**src/rtl/sgq_pkg.sv**
```systemverilog
// Shared constants and descriptor type for the descriptor queue.
// Assumes a 64-bit host write bus; field positions are fixed here.
package sgq_pkg;
    localparam int WORD_W     = 64;
    localparam int ADDR_W     = 48;
    localparam int SIZE_W     = 20;
    localparam int DIR_BIT    = 24;
    localparam int SWAP_BIT   = 25;
    localparam int NOINT_BIT  = 26;
    localparam int CLR_BIT    = 16;
    localparam int ALIGN_BITS = 3;

    typedef enum logic [1:0] {
        SEL_ADDR = 2'd0,
        SEL_CMD  = 2'd1,
        SEL_CFG  = 2'd2,
        SEL_NONE = 2'd3
    } reg_sel_e;

    typedef struct packed {
        logic [ADDR_W-1:0] addr;
        logic              dir;
        logic              swap;
        logic              nointr;
        logic [SIZE_W-1:0] size;
    } desc_t;
endpackage

```
**src/rtl/sgq_host_port.sv**
```systemverilog
// Host register decode: stages the address, builds the descriptor on a
// command write, and keeps the enable and sticky error state.
// Assumes one register write per cycle; ring_full is the pre-pop state.
module sgq_host_port
    import sgq_pkg::*;
(
    input  logic              clk,
    input  logic              rst_n,
    input  logic              wr_en,
    input  logic [1:0]        wr_sel,
    input  logic [WORD_W-1:0] wr_data,
    input  logic              ring_full,
    output desc_t             push_desc,
    output logic              push_go,
    output logic              flush,
    output logic              enabled,
    output logic              error
);
    logic [ADDR_W-1:0] staged_addr;
    logic              is_cmd;
    logic              is_cfg;
    logic              cmd_fault;

    // Decode the write and decide whether a command write is accepted.
    always_comb begin
        is_cmd    = wr_en && (wr_sel == SEL_CMD);
        is_cfg    = wr_en && (wr_sel == SEL_CFG);
        flush     = is_cfg && wr_data[CLR_BIT];
        cmd_fault = is_cmd && enabled &&
                    (ring_full || (staged_addr[ALIGN_BITS-1:0] != '0));
        push_go   = is_cmd && enabled && !cmd_fault;
    end

    // Pair the staged address with the fields of the command word.
    always_comb begin
        push_desc.addr   = staged_addr;
        push_desc.dir    = wr_data[DIR_BIT];
        push_desc.swap   = wr_data[SWAP_BIT];
        push_desc.nointr = wr_data[NOINT_BIT];
        push_desc.size   = wr_data[SIZE_W-1:0];
    end

    // Address staging register, written only by the address select.
    always_ff @(posedge clk) begin
        if (!rst_n)
            staged_addr <= '0;
        else if (wr_en && (wr_sel == SEL_ADDR))
            staged_addr <= wr_data[ADDR_W-1:0];
    end

    // Enable state: the clear bit disables, a zero clear bit enables.
    always_ff @(posedge clk) begin
        if (!rst_n)
            enabled <= 1'b0;
        else if (is_cfg)
            enabled <= !wr_data[CLR_BIT];
    end

    // Sticky fault flag, cleared only by a flush.
    always_ff @(posedge clk) begin
        if (!rst_n)
            error <= 1'b0;
        else if (flush)
            error <= 1'b0;
        else if (cmd_fault)
            error <= 1'b1;
    end

    AST_MISALIGN_FLAG: assert property (@(posedge clk) disable iff (!rst_n)
        (is_cmd && enabled && staged_addr[ALIGN_BITS-1:0] != '0) |=> error);
    AST_DISABLED_NO_PUSH: assert property (@(posedge clk) disable iff (!rst_n)
        !enabled |-> !push_go);
    AST_FLUSH_CLEARS_ERR: assert property (@(posedge clk) disable iff (!rst_n)
        flush |=> (!error && !enabled));
endmodule

```
**src/rtl/sgq_ring.sv**
```systemverilog
// Circular descriptor store with occupancy count.
// Assumes push is never requested when full and pop never when empty;
// flush wins over push and pop in the same cycle.
module sgq_ring #(
    parameter int DEPTH = 16,
    parameter int W     = 8,
    localparam int PTR_W = (DEPTH > 1) ? $clog2(DEPTH) : 1,
    localparam int CNT_W = $clog2(DEPTH + 1)
) (
    input  logic             clk,
    input  logic             rst_n,
    input  logic             push,
    input  logic [W-1:0]     push_data,
    input  logic             pop,
    input  logic             flush,
    output logic [W-1:0]     rd_data,
    output logic [CNT_W-1:0] count,
    output logic             full
);
    localparam logic [PTR_W-1:0] LAST = PTR_W'(DEPTH - 1);

    logic [W-1:0]     mem [DEPTH];
    logic [PTR_W-1:0] wr_ptr;
    logic [PTR_W-1:0] rd_ptr;

    // Head entry and full flag seen by the rest of the block.
    always_comb begin
        rd_data = mem[rd_ptr];
        full    = (count == CNT_W'(DEPTH));
    end

    // Storage write at the tail.
    always_ff @(posedge clk) begin
        if (push)
            mem[wr_ptr] <= push_data;
    end

    // Pointer and count bookkeeping with wrap at DEPTH.
    always_ff @(posedge clk) begin
        if (!rst_n || flush) begin
            wr_ptr <= '0;
            rd_ptr <= '0;
            count  <= '0;
        end else begin
            if (push)
                wr_ptr <= (wr_ptr == LAST) ? '0 : wr_ptr + 1'b1;
            if (pop)
                rd_ptr <= (rd_ptr == LAST) ? '0 : rd_ptr + 1'b1;
            count <= count + CNT_W'(push) - CNT_W'(pop);
        end
    end

    AST_NO_OVERFLOW: assert property (@(posedge clk) disable iff (!rst_n)
        push |-> !full);
    AST_NO_UNDERFLOW: assert property (@(posedge clk) disable iff (!rst_n)
        pop |-> (count != '0));
    AST_COUNT_BOUND: assert property (@(posedge clk) disable iff (!rst_n)
        count <= CNT_W'(DEPTH));
    AST_FLUSH_EMPTY: assert property (@(posedge clk) disable iff (!rst_n)
        flush |=> (count == '0));
endmodule

```
**src/rtl/sgq_done_irq.sv**
```systemverilog
// Completion interrupt: remembers the suppress flag of the entry last
// handed to the engine and pulses the interrupt when that segment ends.
// Assumes seg_done refers to the entry popped before the current cycle.
module sgq_done_irq (
    input  logic clk,
    input  logic rst_n,
    input  logic pop_fire,
    input  logic pop_nointr,
    input  logic seg_done,
    output logic done_irq
);
    logic held_nointr;

    // Track the suppress flag of the in-flight segment; none is in flight at reset.
    always_ff @(posedge clk) begin
        if (!rst_n)
            held_nointr <= 1'b1;
        else if (pop_fire)
            held_nointr <= pop_nointr;
    end

    // One-cycle interrupt pulse for an unsuppressed completion.
    always_ff @(posedge clk) begin
        if (!rst_n)
            done_irq <= 1'b0;
        else
            done_irq <= seg_done && !held_nointr;
    end

    AST_IRQ_CAUSE: assert property (@(posedge clk) disable iff (!rst_n)
        done_irq |-> $past(seg_done));
    AST_IRQ_PULSE: assert property (@(posedge clk) disable iff (!rst_n)
        (done_irq && !seg_done) |=> !done_irq);
endmodule

```
**src/rtl/sgq_desc_queue.sv**
```systemverilog
// Scatter-gather descriptor queue top: host register port, ring store,
// engine pop port and completion interrupt.
// Assumes the engine samples pop_* when pop_valid and pop_ready are high.
module sgq_desc_queue
    import sgq_pkg::*;
#(
    parameter int DEPTH = 16,
    localparam int CNT_W = $clog2(DEPTH + 1)
) (
    input  logic              clk,
    input  logic              rst_n,
    input  logic              wr_en,
    input  logic [1:0]        wr_sel,
    input  logic [WORD_W-1:0] wr_data,
    output logic [CNT_W-1:0]  q_count,
    output logic              q_enabled,
    output logic              q_error,
    output logic              pop_valid,
    input  logic              pop_ready,
    output logic [ADDR_W-1:0] pop_addr,
    output logic              pop_dir,
    output logic              pop_swap,
    output logic              pop_nointr,
    output logic [SIZE_W-1:0] pop_size,
    input  logic              seg_done,
    output logic              done_irq
);
    localparam int DESC_W = $bits(desc_t);

    desc_t             push_desc;
    desc_t             head;
    logic [DESC_W-1:0] head_bits;
    logic              push_go;
    logic              flush;
    logic              ring_full;
    logic              pop_fire;

    sgq_host_port u_host (
        .clk       (clk),
        .rst_n     (rst_n),
        .wr_en     (wr_en),
        .wr_sel    (wr_sel),
        .wr_data   (wr_data),
        .ring_full (ring_full),
        .push_desc (push_desc),
        .push_go   (push_go),
        .flush     (flush),
        .enabled   (q_enabled),
        .error     (q_error)
    );

    sgq_ring #(.DEPTH(DEPTH), .W(DESC_W)) u_ring (
        .clk       (clk),
        .rst_n     (rst_n),
        .push      (push_go),
        .push_data (push_desc),
        .pop       (pop_fire),
        .flush     (flush),
        .rd_data   (head_bits),
        .count     (q_count),
        .full      (ring_full)
    );

    // Engine-side view of the head entry and the pop handshake.
    always_comb begin
        head       = desc_t'(head_bits);
        pop_valid  = q_enabled && (q_count != '0);
        pop_fire   = pop_valid && pop_ready;
        pop_addr   = head.addr;
        pop_dir    = head.dir;
        pop_swap   = head.swap;
        pop_nointr = head.nointr;
        pop_size   = head.size;
    end

    sgq_done_irq u_irq (
        .clk        (clk),
        .rst_n      (rst_n),
        .pop_fire   (pop_fire),
        .pop_nointr (head.nointr),
        .seg_done   (seg_done),
        .done_irq   (done_irq)
    );

    AST_POP_GATED: assert property (@(posedge clk) disable iff (!rst_n)
        pop_valid |-> q_enabled);
    AST_ADDR_WRITE_HOLDS: assert property (@(posedge clk) disable iff (!rst_n)
        (wr_en && wr_sel == SEL_ADDR && !pop_fire) |=> $stable(q_count));
endmodule

```
**config.mk**
```make
export PLATFORM = sky130hd
export DESIGN_NAME = sgq_desc_queue
export DESIGN_NICKNAME = d
export VERILOG_FILES = /design/src/rtl/sgq_pkg.sv /design/src/rtl/sgq_host_port.sv /design/src/rtl/sgq_ring.sv /design/src/rtl/sgq_done_irq.sv /design/src/rtl/sgq_desc_queue.sv
export SDC_FILE = /design/constraint.sdc
export NUM_CORES = 1
export LEC_CHECK = 0
export ABC_CLOCK_PERIOD_IN_PS = 7900
export BUFFER_PORTS_ARGS = -buffer_cell sky130_fd_sc_hd__buf_2
export CORE_ASPECT_RATIO = 0.9
export CORE_MARGIN = 1.5
export CORE_UTILIZATION = 60
export DETAILED_ROUTE_END_ITERATION = 12
export GPL_TIMING_DRIVEN = 1
export MAX_ROUTING_LAYER = met4
export PLACE_DENSITY = 0.77
export REMOVE_ABC_BUFFERS = 1
export SLEW_MARGIN = 20
export SYNTH_ARGS = -nofsm -noshare
export SYNTH_HDL_FRONTEND = slang
export SYNTH_HIERARCHICAL = 1
export SYNTH_SLANG_ARGS = --single-unit
```
**constraint.sdc**
```tcl
create_clock -name clk -period 7.9 [get_ports clk]
set_clock_uncertainty 0.05 [all_clocks]
set_input_delay 0.395 -clock clk [delete_from_list [all_inputs] [get_ports clk]]
set_output_delay 0.395 -clock clk [all_outputs]
set_load 0.05 [all_outputs]
```
==> out/qor.csv, run 1 <==
stage;metric;value;unit
status;outcome;finished clean;
final_layout;post-route cell area;51100;um2
global_route;GRT Util Overall;27.3;%
final_layout;layout filler cell count;4467;
sta;Final Hold Vio Count;0;
cts;CTS tree;yes;
routing;WL met1;38100;um
setup_path;FF-to-FF path depth;9;
die;Starting Density;60.7;%
logic_synthesis;fraction of registers with async set/reset;0;%
hold_path;type of the most critical hold path;in -> reg;
cts;H-tree depth;3;
routing;drt pass-1 iters;7;
job;Max Cap Violations;0;
logic_synthesis;number of flops mapped to enable cells by yosys;1136;
placed_design;port bufs;134;
logic_synthesis;Netlist cell types;40;
routing;final antenna-violating net count;0;
setup_path;crit path DAT;4.62;ns
power;pwr/cell area;251;nW/um2
sta;achievable frequency;228;MHz
hold_path;Cells on Worst Hold Path;3;
cts;Skew-Pair Late Insertion Delay;0.68;ns
setup_path;Critical Path Source Type;flop;
logic_synthesis;post-synthesis sequential area ratio;78.0;%
sta;final hold slack;0.0363;ns
final_layout;synth-to-layout area growth;12.3;%
sta;RSZ-0062 raised after global routing;no;
setup_path;slowest stage cell on the critical path;buf_4;
setup_path;flop2flop setup slack;3.52;ns
global_route;GRT overflow;0;
setup_path;Worst Path Required;8.14;ns
sta;Setup Viol. Count Final;0;
setup_path;Worst Setup SP;u_ring/count[2];
routing;vias per cell;6.60;
setup_path;reg-to-reg endpoint;u_ring/mem[2][4];
cts;post-CTS setup buffers;0;
logic_synthesis;gate count of the mapped netlist;2096;
global_route;vias in the first global route;23000;
logic_synthesis;count leader, synth;edfxtp_1;
logic_synthesis;Synth top area share;75.0;%
routing;Met2 Wirelength;50600;um
hold_path;HP Start;wr_data[41];
routing;drt total wl;101000;um
routing;Wirelength per Cell;30.1;um
cts;Root Driver;clkbuf_16;
hold_path;Min-Delay Endpoint;u_host/staged_addr[41];
die;Core Rows;95;
logic_synthesis;top_reg_cell synth;edfxtp_1;
power;Static Leakage;0.0158;uW
placed_design;placement-stage cell area;46900;um2
setup_path;critical path class;reg -> reg;
setup_path;CP cell instances;inv_1 > ha_1 > nand2_1 > nor3_1 > or4_1 > nor2_1 > nor3b_1 > and2_4 > buf_4;
routing;residual DRC count;0;
logic_synthesis;synthesized area;45500;um2
logic_synthesis;area leader, netlist;edfxtp_1;
cts;Longest Clk Path Bufs;3;
routing;Max Used Layer;met4;
die;Die Width;293;um
setup_path;Crit Path Max Fanout;47;
placed_design;GPL Wtd Cong;0.747;
global_route;largest net degree at the start of global routing;177;
sta;Least-Margin Pin Slew;1.13;ns
die;Die ar.;77500;um2
final_layout;final-stage net count;2351;
logic_synthesis;Ys Warns;6;
setup_path;CP bufs+invs;2;
cts;clk sink count;1205;
setup_path;Crit path max-delay family;simple AND/OR/NAND/NOR gates;
sta;Slew HR;24.4;%
power;overall power;12800;uW
logic_synthesis;Syn Area/Cell;21.7;um2
sta;max-slew violation count;0;
die;number of I/O pins;151;
sta;Final period util;55.5;%
final_layout;share of cells above drive strength 1;27.8;%
setup_path;RR Startpoint;u_ring/count[2];
die;core region area;74900;um2
sta;minimum clock period;4.38;ns
setup_path;crit path capture type;flop;
routing;metal3 WL;9200;um
global_route;initial antenna violation count;5;
placed_design;dpl hpwl;47000;um
logic_synthesis;ranking of synthesized cells by area;edfxtp_1 75%, mux4_2 14%, dfxtp_1 3.0%;
die;Die H;264;um
routing;Iter 0 DRT Violations;2334;
cts;CTS buffer count;114;
logic_synthesis;Yosys reg bits;1205;
global_route;first-pass GRT wire length;148000;um
setup_path;max incr delay on CP;0.86;ns
logic_synthesis;Commonest cells post-synth;1136 x edfxtp_1, 284 x mux4_2, 178 x nand2_1;
routing;via total after detailed routing;22100;
power;Worst VDD drop;0.204;mV
cts;Worst-path clk slew;0.06;ns
## stage by stage
step | util, % | TNS (ns) | setup WS [ns] | cells
after global routing | 68.2 | 0 | 3.33 | 3343
after CTS | 68.2 | 0 | 3.61 | 3339
final | 68.2 | 0 | 3.52 | 3343
after floorplan | - | -399.95 | -5.57 | 1961
after global placement | 62.7 | 0 | 3.86 | 3095
after detailed placement | 62.7 | 0 | 3.67 | 3095
## power by group
group          switching [uW]  total, uW  internal (uW)
sequential               42.6       7010           6960
combinational             191        318            127
clock                    2310       5520           3210
## cell type report
cell class                      instances  area [um2]  share of cell area, %
Timing Repair Buffer                  191        1220                   2.39
Clock inverter                         59         607                   1.19
Inverter                               13        48.8                 0.0955
Antenna cell                            3        7.51                 0.0147
Clock buffer                          159        3260                   6.37
Tap cell                              970        1210                   2.38
Multi-Input combinational cell        743        9220                   18.1
Sequential cell                      1205       35500                   69.5
## worst max path at each step
stage	to	slack, ns	depth (start not counted)
2_1_floorplan	pop_nointr	-5.57	3
3_3_place_gp	u_ring/mem[1][12]	3.86	9
3_5_place_dp	u_ring/mem[1][35]	3.67	9
4_1_cts	u_ring/mem[1][21]	3.61	9
5_1_grt	u_ring/mem[2][4]	3.33	9
6_report	u_ring/mem[2][4]	3.52	9
## cell families (layout without fill, tap and decap cells)
family,Yosys count,count (layout),synth area share (%)
AOI/OAI and AO/OA,204,204,3.30
and+or+nand+nor,233,233,2.19
buffers and inverters,148,422,1.86
DFF,1205,1205,78.0
xor gates and xnor gates,5,5,0.0963
other,0,3,0
adders and majority gates,12,12,0.347
muxes,289,289,14.2
## what timing repair did
item                                    CTS  global route
hold buffers                             26             0
gates resized for setup                   0             0
endpoints found under the hold margin    25             0
endpoints found under the setup margin    0             0
## placed cells by master, fill, tap and decap left out, types with 3 or more instances in the layout
cell type      instances
mux4_2               284
buf_12                 3
nor2_1                15
ha_1                  11
clkinv_1               9
buf_4                 27
clkinv_2              26
clkbuf_16            117
a21boi_1              21
a21oi_1                8
nand2_1              178
edfxtp_1            1136
clkbuf_8              17
a22oi_1              142
bufinv_16             10
mux2i_1                3
dfxtp_1               67
clkinv_8               4
nand2b_1               3
clkbuf_1              25
clkinvlp_4             8
inv_1                 13
dlygate4sd3_1         26
xor2_1                 3
a21boi_0              28
nand3_1                3
diode_2                3
buf_2                134
and2_4                17
## sequential cells by signal (all words and copies together), names as in the netlist, named ones only
signal	flops
u_ring/mem	1136
u_host/staged_addr	48
u_ring/count	5
u_ring/rd_ptr	4
u_ring/wr_ptr	4
u_host/enabled	1
u_host/error	1
u_irq/done_irq	1
u_irq/held_nointr	1
## worst min-delay path, cell delays in order
cell      delay [ns]
buf_2           0.10
nand2_1         0.10
a21boi_0        0.11
## metal layers
| layer | up-vias | global-route usage (%) |
|---|---|---|
| li1 | 9024 | - |
| met1 | 11600 | 37.0 |
| met2 | 1209 | 43.6 |
| met3 | 195 | 4.74 |
| met4 | 0 | 7.87 |
| met5 | - | - |
Note: power is estimated with default switching activity, not from simulation.
==> run 2, diff against run 1 <==
--- a/config.mk
+++ b/config.mk
@@ -5,7 +5,7 @@
 export SDC_FILE = /design/constraint.sdc
 export NUM_CORES = 1
 export LEC_CHECK = 0
-export ABC_CLOCK_PERIOD_IN_PS = 7900
+export ABC_CLOCK_PERIOD_IN_PS = 4450
 export BUFFER_PORTS_ARGS = -buffer_cell sky130_fd_sc_hd__buf_2
 export CORE_ASPECT_RATIO = 0.9
 export CORE_MARGIN = 1.5
==> constraint.sdc (replaced) <==
create_clock -name clk -period 4.45 [get_ports clk]
set_clock_uncertainty 0.05 [all_clocks]
set_input_delay 0.2225 -clock clk [delete_from_list [all_inputs] [get_ports clk]]
set_output_delay 0.2225 -clock clk [all_outputs]
set_load 0.05 [all_outputs]
==> run 2 against run 1 <==
  * Setup slack worse by 2.8 ns
  * Sequential cell count unchanged
  * Sequential power up 77%
  * Sequential share of layout area fell by 0.87 points
  * Final area grew 1.3%
  * Critical endpoint is now u_ring/mem[1][41]
  * Largest power group unchanged
  * Clock power up 70%
  * Largest cell class unchanged
  * Critical path type unchanged
  * Power increased by 75%
  * Register-to-register slack got worse by 2.8 ns
  * Die area is the same
  * Maximum frequency grew 17%
  * Critical path depth stayed put
  * Final cell count rose by 1.7%
==> out/qor.csv, run 2 (synthesis results as in run 1) <==
stage;metric;value;unit;change
die;core region area;74900;um2;unchanged
setup_path;critical path class;reg -> reg;;
final_layout;commonest non-fill, non-tap cell in the layout;edfxtp_1;;
setup_path;Crit path max-delay family;simple AND/OR/NAND/NOR gates;;
setup_path;CP bufs+invs;2;;unchanged
routing;Iter 0 DRT Violations;2480;;+6.3%
sta;Setup Viol. Count Final;0;;unchanged
final_layout;post-route cell area;51700;um2;+1.3%
setup_path;crit path DAT;4.05;ns;-0.57 ns
setup_path;Crit Path Max Fanout;27;;-43%
cts;CTS buffer count;111;;-2.6%
die;Starting Density;60.7;%;unchanged
job;Max Cap Violations;0;;unchanged
die;number of I/O pins;151;;unchanged
global_route;largest net degree at the start of global routing;86;;-51%
global_route;first-pass GRT wire length;151000;um;+1.9%
final_layout;Top Registers;u_ring/mem: 1136 flops, u_host/staged_addr: 48 flops, u_ring/count: 5 flops;;
final_layout;synth-to-layout area growth;13.7;%;
routing;vias per cell;6.59;;about the same
placed_design;port bufs;134;;unchanged
cts;H-tree depth;3;;unchanged
power;pwr/cell area;434;nW/um2;+73%
routing;final antenna-violating net count;0;;unchanged
setup_path;crit path capture type;flop;;
cts;post-CTS setup buffers;0;;unchanged
die;Core Rows;95;;unchanged
cts;CTS tree;yes;;
routing;drt total wl;102000;um;+1.0%
sta;achievable frequency;266;MHz;+17%
placed_design;GPL Wtd Cong;0.786;;+5.3%
die;Die H;264;um;unchanged
setup_path;Critical Path Source Type;flop;;
sta;Slew HR;29.1;%;+4.6 points
hold_path;type of the most critical hold path;in -> reg;;
setup_path;CP cell instances;inv_1 > ha_1 > nand2_1 > nor3_1 > or4_1 > nor2_1 > nor3b_1 > and2_4 > buf_4;;
global_route;GRT Util Overall;27.6;%;+0.24 points
die;Die ar.;77500;um2;unchanged
power;overall power;22400;uW;+75%
final_layout;max FFs per register;1136;;unchanged
sta;RSZ-0062 raised after global routing;no;;
power;Worst VDD drop;0.399;mV;+96%
cts;Worst-path clk slew;0.06;ns;about the same
setup_path;slowest stage cell on the critical path;and2_4;;
routing;via total after detailed routing;22400;;+1.7%
cts;hold buffers post-CTS;57;;+120%
setup_path;max incr delay on CP;0.63;ns;-0.23 ns
final_layout;share of cells above drive strength 1;27.7;%;-0.19 points
sta;minimum clock period;3.76;ns;-0.623 ns
final_layout;layout filler cell count;4397;;-1.6%
sta;Final period util;84.4;%;+29 points
cts;clk sink count;1205;;unchanged
global_route;GRT overflow;0;;unchanged
sta;max-slew violation count;0;;unchanged
setup_path;Worst Path Required;4.74;ns;-3.40 ns
cts;Skew-Pair Late Insertion Delay;0.68;ns;about the same
power;Static Leakage;0.0161;uW;+1.9%
cts;Root Driver;clkbuf_16;;
routing;Wirelength per Cell;29.9;um;-0.70%
final_layout;final-stage net count;2416;;+2.8%
final_layout;most flop-heavy register;u_ring/mem;;
global_route;vias in the first global route;23200;;+0.70%
sta;Least-Margin Pin Slew;1.06;ns;-0.0707 ns
final_layout;most frequent cells in the layout;1136 x edfxtp_1, 284 x mux4_2, 178 x nand2_1;;
cts;Longest Clk Path Bufs;3;;unchanged
routing;residual DRC count;0;;unchanged
sta;Final Hold Vio Count;0;;unchanged
placed_design;dpl hpwl;51800;um;+10%
global_route;initial antenna violation count;1;;-4
status;outcome;finished clean;;
placed_design;placement-stage cell area;47500;um2;+1.2%
routing;drt pass-1 iters;5;;-2
cts;CTS resizes;0;;unchanged
die;Die Width;293;um;unchanged
run 2: changes by cell type in the layout (fill, tap and decap cells not counted), sizes merged:
cell,previous run,this run
clkinvlp,8,6
clkinv,39,48
dlygate4sd3,26,57
clkbuf,159,144
diode,3,1
buf,165,202
run 2: metrics by stage:
step	instances	setup TNS, ns	setup WS, ns	utilization [%]	hold slack, ns
5_1_grt	3401	0	0.462	69.1	0.0372
2_1_floorplan	1961	-636.10	-8.90	-	0.234
6_report	3401	0	0.692	69.1	0.0397
4_1_cts	3400	0	0.743	69.1	0.00280
3_5_place_dp	3133	0	0.796	63.4	0.362
3_3_place_gp	3133	0	0.891	63.4	0.350
run 2: where the power goes:
group,switching (uW),internal [uW],leakage [uW]
Clock,4100,5300,0.00176
Sequential,83.8,12400,0.0108
Combinational,350,249,0.00356
run 2: metal layers:
layer  part of all wire [%]  global-route usage (%)
met1                     39                    38.6
met2                     50                    43.1
met3                    9.5                    4.75
met4                    2.1                    6.76
met5                      0                       -
run 2: area by class of cell:
cell class	count	area [um2]	area share (%)
Antenna cell	1	2.50	0.00484
Clock buffer	144	2950	5.71
Clock inverter	66	691	1.34
Inverter	13	48.8	0.0943
Multi-Input combinational cell	743	9220	17.8
Sequential cell	1205	35500	68.6
Tap cell	970	1210	2.35
Timing Repair Buffer	259	2090	4.04
run 2: final timing paths:
| kind | from | to | slack, ns | cells after the start |
|---|---|---|---|---|
| hold reg to reg | u_irq/held_nointr | u_irq/done_irq | 0.37 | 1 |
| setup reg to reg | u_ring/count[2] | u_ring/mem[1][41] | 0.69 | 9 |
| hold / removal | wr_sel[0] | u_host/staged_addr[24] | 0.04 | 4 |
| setup / recovery | u_ring/count[2] | u_ring/mem[1][41] | 0.69 | 9 |
run 2: worst min-delay path, delay by kind of cell:
family                 cells  cell delay (ns)
AOI/OAI and AO/OA          1             0.07
buffers and inverters      1             0.15
and+or+nand+nor            2             0.26
